### src/rtl/eth_rx_pkg.sv
package eth_rx_pkg;
  typedef enum logic [1:0] {ST_GAP, ST_HUNT, ST_BODY} rx_state_e;
  localparam logic [7:0]  PRE_OCT  = 8'h55;
  localparam logic [7:0]  SFD_OCT  = 8'hD5;
  localparam logic [7:0]  SNAP_OCT = 8'hAA;
  localparam logic [15:0] TYPE_IPV4 = 16'h0800;
  localparam logic [15:0] TYPE_ARP  = 16'h0806;
endpackage

### src/rtl/eth_rx_deser.sv
module eth_rx_deser #(
  parameter int W = 8
) (
  input  logic         clk_i,
  input  logic         rst_ni,
  input  logic         bit_i,
  input  logic         vld_i,
  output logic [W-1:0] oct_o,
  output logic         oct_vld_o,
  output logic         end_o,
  output logic         part_o
);
  localparam int CW = $clog2(W);

  logic [W-1:0]  sr_q;
  logic [CW-1:0] cnt_q;
  logic          vld_d_q;

  always_ff @(posedge clk_i or negedge rst_ni) begin
    if (!rst_ni) begin
      sr_q      <= '0;
      cnt_q     <= '0;
      vld_d_q   <= 1'b0;
      oct_o     <= '0;
      oct_vld_o <= 1'b0;
      end_o     <= 1'b0;
      part_o    <= 1'b0;
    end else begin
      vld_d_q   <= vld_i;
      oct_vld_o <= 1'b0;
      end_o     <= 1'b0;
      if (vld_i) begin
        sr_q  <= {bit_i, sr_q[W-1:1]};
        cnt_q <= cnt_q + 1'b1;
        if (cnt_q == CW'(W-1)) begin
          oct_vld_o <= 1'b1;
          oct_o     <= {bit_i, sr_q[W-1:1]};
        end
      end else begin
        cnt_q <= '0;
        if (vld_d_q) begin
          end_o  <= 1'b1;
          part_o <= (cnt_q != '0);
        end
      end
    end
  end
endmodule

### src/rtl/eth_rx_gap.sv
module eth_rx_gap #(
  parameter int LIMIT = 96
) (
  input  logic clk_i,
  input  logic rst_ni,
  input  logic vld_i,
  output logic done_o
);
  localparam int GW = $clog2(LIMIT + 1);

  logic [GW-1:0] cnt_q;

  always_ff @(posedge clk_i or negedge rst_ni) begin
    if (!rst_ni)                    cnt_q <= '0;
    else if (vld_i)                 cnt_q <= '0;
    else if (cnt_q != GW'(LIMIT))   cnt_q <= cnt_q + 1'b1;
  end

  assign done_o = (cnt_q == GW'(LIMIT));
endmodule

### src/rtl/eth_rx_dly.sv
module eth_rx_dly #(
  parameter int DEPTH = 4,
  parameter int W     = 8,
  localparam int OW   = $clog2(DEPTH + 1)
) (
  input  logic          clk_i,
  input  logic          rst_ni,
  input  logic          push_i,
  input  logic [W-1:0]  din_i,
  input  logic          flush_i,
  output logic [W-1:0]  dout_o,
  output logic          vld_o,
  output logic          fcs_o,
  output logic          last_o,
  output logic [OW-1:0] occ_o
);
  logic [W-1:0]  mem_q [DEPTH];
  logic [OW-1:0] occ_q;
  logic          flushing_q;
  logic          full;
  logic          drain;

  assign full  = (occ_q == OW'(DEPTH));
  assign drain = !push_i && (flush_i || flushing_q) && (occ_q != '0);
  assign occ_o = occ_q;

  always_ff @(posedge clk_i or negedge rst_ni) begin
    if (!rst_ni) begin
      occ_q      <= '0;
      flushing_q <= 1'b0;
      dout_o     <= '0;
      vld_o      <= 1'b0;
      fcs_o      <= 1'b0;
      last_o     <= 1'b0;
    end else begin
      vld_o      <= 1'b0;
      fcs_o      <= 1'b0;
      last_o     <= 1'b0;
      flushing_q <= (flush_i || flushing_q) && (occ_q > OW'(1));
      if (push_i) begin
        if (full) begin
          vld_o  <= 1'b1;
          dout_o <= mem_q[0];
        end else begin
          occ_q <= occ_q + 1'b1;
        end
      end else if (drain) begin
        vld_o  <= 1'b1;
        fcs_o  <= 1'b1;
        dout_o <= mem_q[0];
        last_o <= (occ_q == OW'(1));
        occ_q  <= occ_q - 1'b1;
      end
    end
  end

  for (genvar i = 0; i < DEPTH; i++) begin : g_slot
    if (i == DEPTH - 1) begin : g_tail
      always_ff @(posedge clk_i) begin
        if (push_i && (full || occ_q == OW'(i))) mem_q[i] <= din_i;
      end
    end else begin : g_mid
      always_ff @(posedge clk_i) begin
        if (push_i) begin
          if (full)                   mem_q[i] <= mem_q[i+1];
          else if (occ_q == OW'(i))   mem_q[i] <= din_i;
        end else if (drain) begin
          mem_q[i] <= mem_q[i+1];
        end
      end
    end
  end
endmodule

### src/rtl/eth_rx_parser.sv
module eth_rx_parser
  import eth_rx_pkg::*;
#(
  parameter int ADDR_OCTETS = 6,
  parameter int TYPE_OCTETS = 2,
  parameter int PRE_OCTETS  = 7,
  parameter int GAP_OCTETS  = 12,
  parameter int FCS_OCTETS  = 4,
  parameter int MIN_PAY     = 46,
  parameter int MAX_PAY     = 1500,
  parameter int CNT_W       = 16
) (
  input  logic                     clk_i,
  input  logic                     rst_ni,
  input  logic                     rx_bit_i,
  input  logic                     rx_vld_i,
  output logic                     hdr_vld_o,
  output logic [8*ADDR_OCTETS-1:0] dst_addr_o,
  output logic [8*ADDR_OCTETS-1:0] src_addr_o,
  output logic [8*TYPE_OCTETS-1:0] type_len_o,
  output logic                     is_ipv4_o,
  output logic                     is_arp_o,
  output logic                     is_snap_o,
  output logic [7:0]               data_o,
  output logic                     data_vld_o,
  output logic                     data_fcs_o,
  output logic                     data_last_o,
  output logic                     data_err_o,
  output logic [CNT_W-1:0]         octet_cnt_o,
  output logic                     cnt_vld_o
);
  localparam int HDR_OCTETS = 2 * ADDR_OCTETS + TYPE_OCTETS;
  localparam int GAP_CLKS   = 8 * GAP_OCTETS;
  localparam int MIN_TOT    = HDR_OCTETS + MIN_PAY + FCS_OCTETS;
  localparam int MAX_TOT    = HDR_OCTETS + MAX_PAY + FCS_OCTETS;
  localparam int PW         = $clog2(PRE_OCTETS + 1);
  localparam int AW         = 8 * ADDR_OCTETS;
  localparam int TW         = 8 * TYPE_OCTETS;
  localparam int OW         = $clog2(FCS_OCTETS + 1);

  logic [7:0]       oct;
  logic             oct_vld, end_s, part_s, gap_done;
  logic             dly_last, push, err_now;
  logic [OW-1:0]    dly_occ;
  rx_state_e        state_q;
  logic [PW-1:0]    pre_q;
  logic [CNT_W-1:0] idx_q;
  logic [AW-1:0]    dst_q, src_q;
  logic [TW-1:0]    type_q;
  logic             hdr_vld_q, ipv4_q, arp_q, snap_q, aa_q, err_q, cnt_vld_q;

  eth_rx_deser #(.W(8)) u_deser (
    .clk_i, .rst_ni, .bit_i(rx_bit_i), .vld_i(rx_vld_i),
    .oct_o(oct), .oct_vld_o(oct_vld), .end_o(end_s), .part_o(part_s)
  );

  eth_rx_gap #(.LIMIT(GAP_CLKS)) u_gap (
    .clk_i, .rst_ni, .vld_i(rx_vld_i), .done_o(gap_done)
  );

  assign push = (state_q == ST_BODY) && oct_vld && (idx_q >= CNT_W'(HDR_OCTETS));

  eth_rx_dly #(.DEPTH(FCS_OCTETS), .W(8)) u_dly (
    .clk_i, .rst_ni, .push_i(push), .din_i(oct),
    .flush_i((state_q == ST_BODY) && end_s),
    .dout_o(data_o), .vld_o(data_vld_o), .fcs_o(data_fcs_o),
    .last_o(dly_last), .occ_o(dly_occ)
  );

  assign err_now = part_s || (idx_q < CNT_W'(MIN_TOT)) || (idx_q > CNT_W'(MAX_TOT));

  always_ff @(posedge clk_i or negedge rst_ni) begin
    if (!rst_ni) begin
      state_q   <= ST_GAP;
      pre_q     <= '0;
      idx_q     <= '0;
      dst_q     <= '0;
      src_q     <= '0;
      type_q    <= '0;
      hdr_vld_q <= 1'b0;
      ipv4_q    <= 1'b0;
      arp_q     <= 1'b0;
      snap_q    <= 1'b0;
      aa_q      <= 1'b0;
      err_q     <= 1'b0;
      cnt_vld_q <= 1'b0;
    end else begin
      hdr_vld_q <= 1'b0;
      cnt_vld_q <= 1'b0;
      unique case (state_q)
        ST_GAP: begin
          pre_q <= '0;
          if (gap_done) state_q <= ST_HUNT;
        end
        ST_HUNT: begin
          if (end_s) begin
            state_q <= ST_GAP;
          end else if (oct_vld) begin
            if (oct == PRE_OCT && pre_q != PW'(PRE_OCTETS)) begin
              pre_q <= pre_q + 1'b1;
            end else if (oct == SFD_OCT && pre_q == PW'(PRE_OCTETS)) begin
              state_q <= ST_BODY;
              idx_q   <= '0;
              snap_q  <= 1'b0;
              aa_q    <= 1'b0;
              ipv4_q  <= 1'b0;
              arp_q   <= 1'b0;
            end else begin
              state_q <= ST_GAP;
            end
          end
        end
        ST_BODY: begin
          if (end_s) begin
            state_q   <= ST_GAP;
            err_q     <= err_now;
            cnt_vld_q <= (dly_occ == '0);
          end else if (oct_vld) begin
            if (idx_q != '1) idx_q <= idx_q + 1'b1;
            if (idx_q < CNT_W'(ADDR_OCTETS))
              dst_q <= {dst_q[AW-9:0], oct};
            else if (idx_q < CNT_W'(2 * ADDR_OCTETS))
              src_q <= {src_q[AW-9:0], oct};
            else if (idx_q < CNT_W'(HDR_OCTETS))
              type_q <= {type_q[TW-9:0], oct};
            if (idx_q == CNT_W'(HDR_OCTETS - 1)) begin
              hdr_vld_q <= 1'b1;
              ipv4_q    <= ({type_q[TW-9:0], oct} == TW'(TYPE_IPV4));
              arp_q     <= ({type_q[TW-9:0], oct} == TW'(TYPE_ARP));
            end
            if (idx_q == CNT_W'(HDR_OCTETS))     aa_q   <= (oct == SNAP_OCT);
            if (idx_q == CNT_W'(HDR_OCTETS + 1)) snap_q <= aa_q && (oct == SNAP_OCT);
          end
        end
        default: state_q <= ST_GAP;
      endcase
    end
  end

  assign hdr_vld_o   = hdr_vld_q;
  assign dst_addr_o  = dst_q;
  assign src_addr_o  = src_q;
  assign type_len_o  = type_q;
  assign is_ipv4_o   = ipv4_q;
  assign is_arp_o    = arp_q;
  assign is_snap_o   = snap_q;
  assign data_last_o = dly_last;
  assign octet_cnt_o = idx_q;
  assign cnt_vld_o   = cnt_vld_q || dly_last;
  assign data_err_o  = err_q && cnt_vld_o;
endmodule

### config.mk
export PLATFORM = sky130hd
export DESIGN_NAME = eth_rx_parser
export DESIGN_NICKNAME = d
export VERILOG_FILES = /design/src/rtl/eth_rx_pkg.sv /design/src/rtl/eth_rx_deser.sv /design/src/rtl/eth_rx_gap.sv /design/src/rtl/eth_rx_dly.sv /design/src/rtl/eth_rx_parser.sv
export SDC_FILE = /design/constraint.sdc
export NUM_CORES = 1
export LEC_CHECK = 0
export ABC_CLOCK_PERIOD_IN_PS = 2700
export CORE_ASPECT_RATIO = 0.75
export CORE_MARGIN = 2
export CORE_UTILIZATION = 35
export CTS_CLUSTER_DIAMETER = 150
export CTS_CLUSTER_SIZE = 16
export DETAILED_ROUTE_END_ITERATION = 8
export GPL_ROUTABILITY_DRIVEN = 1
export PLACE_DENSITY = 0.64
export SYNTH_ARGS = -nofsm -noshare
export SYNTH_HDL_FRONTEND = slang
export SYNTH_SLANG_ARGS = --single-unit
### constraint.sdc
create_clock -name clk_i -period 2.7 [get_ports clk_i]
set_clock_uncertainty 0.15 [all_clocks]
set_input_delay 0.27 -clock clk_i [delete_from_list [all_inputs] [get_ports clk_i]]
set_output_delay 0.27 -clock clk_i [all_outputs]
set_load 0.01 [all_outputs]
==> results.txt, run 1 <==
Slew Limit Headroom -> 0.517
top cell type's share of synthesized area -> 0.506
CP Cell Sequence -> nor3_1, nand2_1, o311ai_1, buf_4, a21oi_1, o21ai_0, nand2_1
largest net degree at the start of global routing -> 55
FILL cells -> 2337
Sw Share -> 0.218
n_diodes -> 0
combinational fraction of design power -> 0.034
WL final -> 19100 um
Seq. cell area -> 5570 sq um
worst hold path class -> input pin to async pin
wire length per cell -> 16.4 um
Mapped Area -> 9090 sq um
Power Density -> 504 nW/um^2
Detailed Place HPWL -> 13100 um
WP depth -> 7
Hold Fails Final Rpt -> 0
CTS tree -> done
Synthesized Nets -> 665
Clock power frac -> 0.390
Max Fclk -> 0.395 GHz
worst slew pin tran -> 716 ps
setup_tns -> 0 ps
worst path bufs/invs -> 1
most frequent cells after synthesis -> dfrtp_1 (184), mux2_2 (136), nor2_1 (43)
CP max-delay cell -> dfrtp_1
Gate Count Post-Synth -> 647
Initial Util -> 0.354
Critical Path End Type -> flop
Longest Clk Path Bufs -> 3
leak pwr -> 5.23 nW
vias in the first global route -> 5416
row cnt -> 51
cell family with most CP delay -> simple AND/OR/NAND/NOR gates
warnings from Yosys -> 0
nets -> 832
Via density -> 4.78
CP dominant cell by count -> nand2_1
clock root buffer master -> clkbuf_16
First-pass DRT Iterations -> 4
sequential share of the synthesized area -> 0.612
ys flop type -> dfrtp_1
CTS Sinks -> 216
number of buffers added on ports -> 148
H-Tree Depth -> 1
area leader, netlist -> dfrtp_1
DIE HEIGHT -> 144 um
Post-synth EDFFs -> 32
R2R depth -> 7
Die X -> 190 um
cell-internal power -> 0.00458 W
Flop pwr share -> 0.575
Final period util -> 0.938
crit path max fanout -> 15
GRT Util Overall -> 0.142
crit start category -> flop
RSZ-0062 raised after global routing -> yes
initial DRC count -> 185
placed insts -> 1138
Final min period -> 2530 ps
asr flop ratio synth -> 0.852
top-count cell post-synth -> dfrtp_1
# DRC -> 0
initial antenna violation count -> 0
multi-input logic area -> 3310 sq um
Worst EP arrival -> 2540 ps
Post-CTS Resized -> 0
DIE AREA -> 27300 sq um
antenna-violating nets left -> 0
IR drop worst, VDD -> 0.404 mV
Synth area leaders -> dfrtp_1 (51%), mux2_2 (17%), edfxtp_1 (11%), mux2_1 (2.1%), ha_1 (1.9%)
Final setup viols -> 0
global placement routability congestion -> 0.822
#FFs+latches synth -> 216
cts bufs inserted -> 17
MaxCap Viol Count -> 0
fin. max-slew vios -> 0
share of cells above drive strength 1 -> 0.255
syn avg cell area -> 14.1 sq um
Netlist cell types -> 59
CP max stage delay -> 420 ps
worst-skew pair later-pin latency -> 490 ps
global route total overflow -> 0
status -> completed
WS Path Type -> flop to flop
Ports -> 149
area grow syn2layout -> 27.9%
Clock transition at path regs -> 70 ps
Worst EP required -> 2710 ps
total number of vias -> 5563
core area -> 25700 sq um
net switching power figure -> 0.00128 W
Cell Count, Final, Fillers Out -> 1164
first-pass GRT wire length -> 30900 um
-- cell usage in the layout, fill, tap and decap left out, types with 7 or more instances in the layout --
cell type / count
dfrtp_1: 184
clkdlybuf4s50_1: 147
mux2_2: 136
nor2_1: 43
edfxtp_1: 32
buf_4: 28
nand2_1: 22
xnor2_1: 19
mux2_1: 17
clkbuf_16: 17
nand3_1: 14
ha_1: 14
inv_1: 12
nor3_1: 11
mux2_4: 10
a21oi_1: 9
nor4_1: 9
and3_1: 7
-- registers in the layout, summed over array words and instances (netlist names), 7 cells and up --
name / cells
octet_cnt_o: 16
u_dly.mem_q: 32
u_dly.dout_o: 8
u_gap.cnt_q: 7
u_deser.oct_o: 8
u_deser.sr_q: 7
type_len_o: 16
src_addr_o: 48
dst_addr_o: 48
-- final timing paths --
check | slack [ps] | start | to
worst max-delay path | 170 | octet_cnt_o[7] | u_dly.mem_q[1][6]
worst max register to register | 170 | octet_cnt_o[7] | u_dly.mem_q[1][6]
min in group clk_i | 310 | u_deser.cnt_q[0] | u_deser.cnt_q[0]
worst min register to register | 310 | u_deser.cnt_q[0] | u_deser.cnt_q[0]
max in group asynchronous | 1550 | rst_ni | octet_cnt_o[5]
worst min-delay path | 160 | rst_ni | dst_addr_o[37]
-- through the flow --
stage | total power [W] | setup WS [ps] | util | instance area, sq um | hold slack (ps)
6_report | 0.00586 | 168 | 0.452 | 11600 | 162
5_1_grt | 0.00612 | -36.0 | 0.452 | 11600 | 188
4_1_cts | 0.00599 | 136 | 0.452 | 11600 | 163
3_5_place_dp | 0.00365 | 141 | 0.434 | 11200 | 118
3_3_place_gp | 0.00364 | 229 | 0.434 | 11200 | 115
2_1_floorplan | 0.00352 | 144 | - | 9090 | -176
-- area by class of cell --
cell class	count	share of cell area
Multi-Input combinational cell	384	0.285
Inverter	13	0.00420
Sequential cell	216	0.479
Tap cell	344	0.0370
Clock buffer	23	0.0385
Clock inverter	2	0.00151
Timing Repair Buffer	182	0.155
-- power groups by stage --
| stage | Sequential, W | Clock [W] | Combinational [W] |
|---|---|---|---|
| after floorplan | 0.00343 | 0 | 0.0000842 |
| after global placement | 0.00344 | 0 | 0.000207 |
| after detailed placement | 0.00344 | 0 | 0.000209 |
| after CTS | 0.00337 | 0.00241 | 0.000211 |
| after global routing | 0.00338 | 0.00251 | 0.000228 |
| final | 0.00337 | 0.00229 | 0.000202 |
-- cells by family (layout without fill, tap and decap cells) --
logic type / after synthesis / in the layout / synth area share
DFF: 216 / 216 / 0.612
muxes: 167 / 167 / 0.212
and+or+nand+nor: 148 / 148 / 0.0860
buffers and inverters: 47 / 220 / 0.0237
AOI/OAI and AO/OA: 33 / 33 / 0.0259
xor gates and xnor gates: 22 / 22 / 0.0212
adders and majority gates: 14 / 14 / 0.0193
-- timing repair --
item                                    in CTS  in global routing
endpoints found under the hold margin       50                  0
endpoints found under the setup margin       0                 21
hold buffers                                 1                  0
setup buffers                                0                  0
-- per-layer routing --
metal	GRT usage	vias up	wire length (um)
met4	0.0294	0	310
met2	0.205	114	7970
met3	0.0288	25	943
met5	0	-	0
met1	0.219	2772	9840
li1	-	2652	-
(Power assumes the default switching activity.)
==> inputs of run 2 (changes only) <==
--- a/config.mk
+++ b/config.mk
@@ -14,6 +14,7 @@
 export DETAILED_ROUTE_END_ITERATION = 8
 export GPL_ROUTABILITY_DRIVEN = 1
 export PLACE_DENSITY = 0.64
+export SETUP_SLACK_MARGIN = 0.5
 export SYNTH_ARGS = -nofsm -noshare
 export SYNTH_HDL_FRONTEND = slang
 export SYNTH_SLANG_ARGS = --single-unit
==> results.txt, run 2 (synthesized netlist as in run 1, its figures left out) <==
status -> completed
cts bufs inserted -> 17
Final min period -> 2440 ps
total power draw -> 0.00589 W
worst slew pin tran -> 529 ps
setup_tns -> 0 ps
Clock power frac -> 0.389
Die X -> 190 um
vias in the first global route -> 5788
Final period util -> 0.904
WL final -> 21800 um
Clock transition at path regs -> 80 ps
combinational fraction of design power -> 0.039
H-Tree Depth -> 1
crit start category -> flop
Max Fclk -> 0.410 GHz
Worst EP required -> 2920 ps
n_diodes -> 0
net switching power figure -> 0.00129 W
r2r endpoint -> type_len_o[4]
global route total overflow -> 0
M1 GR Usage -> 0.225
DIE HEIGHT -> 144 um
MaxCap Viol Count -> 0
CTS tree -> done
IR drop worst, VDD -> 0.397 mV
core area -> 25700 sq um
Power Density -> 464 nW/um^2
Final setup viols -> 0
commonest cells after routing, fill and taps aside -> dfrtp_1 (180), clkdlybuf4s50_1 (146), mux2_2 (134), buf_4 (43), nor2_1 (38)
Worst EP arrival -> 2660 ps
share of cells above drive strength 1 -> 0.365
antenna-violating nets left -> 0
GR Util met2 -> 0.230
WS Path Type -> flop to flop
Sw Share -> 0.219
global placement routability congestion -> 0.772
row cnt -> 51
Reg2Reg Setup Slack -> 260 ps
cell-internal power -> 0.00460 W
Longest Clk Path Bufs -> 3
GRT Util Overall -> 0.151
# DRC -> 0
CTS Sinks -> 216
Via density -> 4.89
crit path max fanout -> 8
worst hold path class -> input pin to async pin
Critical Path End Type -> flop
most common cell after layout, fill and taps aside -> dfrtp_1
Flop pwr share -> 0.572
total number of vias -> 5941
first-pass GRT wire length -> 32800 um
DIE AREA -> 27300 sq um
grt peak-use layer -> met2
R2R depth -> 8
R2R Path Start -> octet_cnt_o[5]
RSZ-0062 raised after global routing -> yes
worst-skew pair later-pin latency -> 490 ps
Detailed Place HPWL -> 13500 um
Slew Limit Headroom -> 0.647
First-pass DRT Iterations -> 5
area grow syn2layout -> 39.6%
Initial Util -> 0.354
number of buffers added on ports -> 148
largest net degree at the start of global routing -> 63
nets -> 883
initial DRC count -> 271
leak pwr -> 5.74 nW
GRT met3 Usage -> 0.0298
initial antenna violation count -> 0
clock root buffer master -> clkbuf_16
Hold Fails Final Rpt -> 0
fin. max-slew vios -> 0
Ports -> 149
wire length per cell -> 17.9 um
## run 2: cell count changes in the layout (fill, tap and decap cells not counted), moves of 5 or more
cell / delta
buf_6: +16
nor2_1: -5
clkbuf_16: +8
nand2_1: -7
mux2_1: -17
buf_4: +15
mux2_4: +19
nor4_1: -7
nand2_4: +6
## run 2: power by group through the flow
stage               clock, W  combinational [W]  sequential, W
CTS                  0.00238           0.000226        0.00337
global route         0.00253           0.000257        0.00338
global placement           0           0.000205        0.00344
floorplan                  0          0.0000842        0.00343
detailed placement         0           0.000208        0.00344
finish               0.00229           0.000227        0.00337
## run 2: timing repair
action,in CTS,in global routing
hold endpoints to repair,58,0
setup endpoints to repair,187,199
setup buffers,14,16
resized for setup,37,68
hold buffers,1,0
pin swaps,11,10
gates cloned,4,16
## run 2: area by class of cell
type	count	area, sq um
flip-flops and latches	216	5570
clock buffers	23	448
clock inverters	2	17.5
repair buffers	229	2450
inverters	13	51.3
repair inverters	1	7.51
well taps	344	430
multi-input cells	387	3720
fillers	2239	13000
## run 2: worst max-delay path by stage
stage / slack (ps) / cells after the start / start / endpoint
after floorplan: 230 / 7 / octet_cnt_o[15] / type_len_o[10]
after global placement: 170 / 7 / octet_cnt_o[15] / u_dly.mem_q[1][2]
after global routing: 180 / 8 / octet_cnt_o[5] / type_len_o[3]
final: 260 / 8 / octet_cnt_o[5] / type_len_o[4]
after CTS: 280 / 8 / octet_cnt_o[5] / type_len_o[2]
after detailed placement: 50 / 7 / octet_cnt_o[7] / u_dly.mem_q[1][2]
## run 2: metrics by stage
stage	worst slack (ps)	hold slack (ps)	util	area (sq um)	cells
global route	178	223	0.494	12700	1215
finish	259	172	0.494	12700	1215
global placement	166	139	0.436	11200	1139
detailed placement	48.8	139	0.436	11200	1139
CTS	279	197	0.467	12000	1183
floorplan	233	-176	-	9140	647
## run 2: worst max-delay path: stages (launching register included)
cell	delay (ps)
dfrtp_2	410
nor4_2	260
nand2_1	110
or2_4	270
or3_4	350
nor3_4	170
buf_6	130
buf_12	120
mux2_2	330
## run 2: per-layer routing
layer	wire length (um)	share of wire
met1	10800	0.50
met2	9640	0.44
met3	1070	0.049
met4	245	0.011
met5	0	0
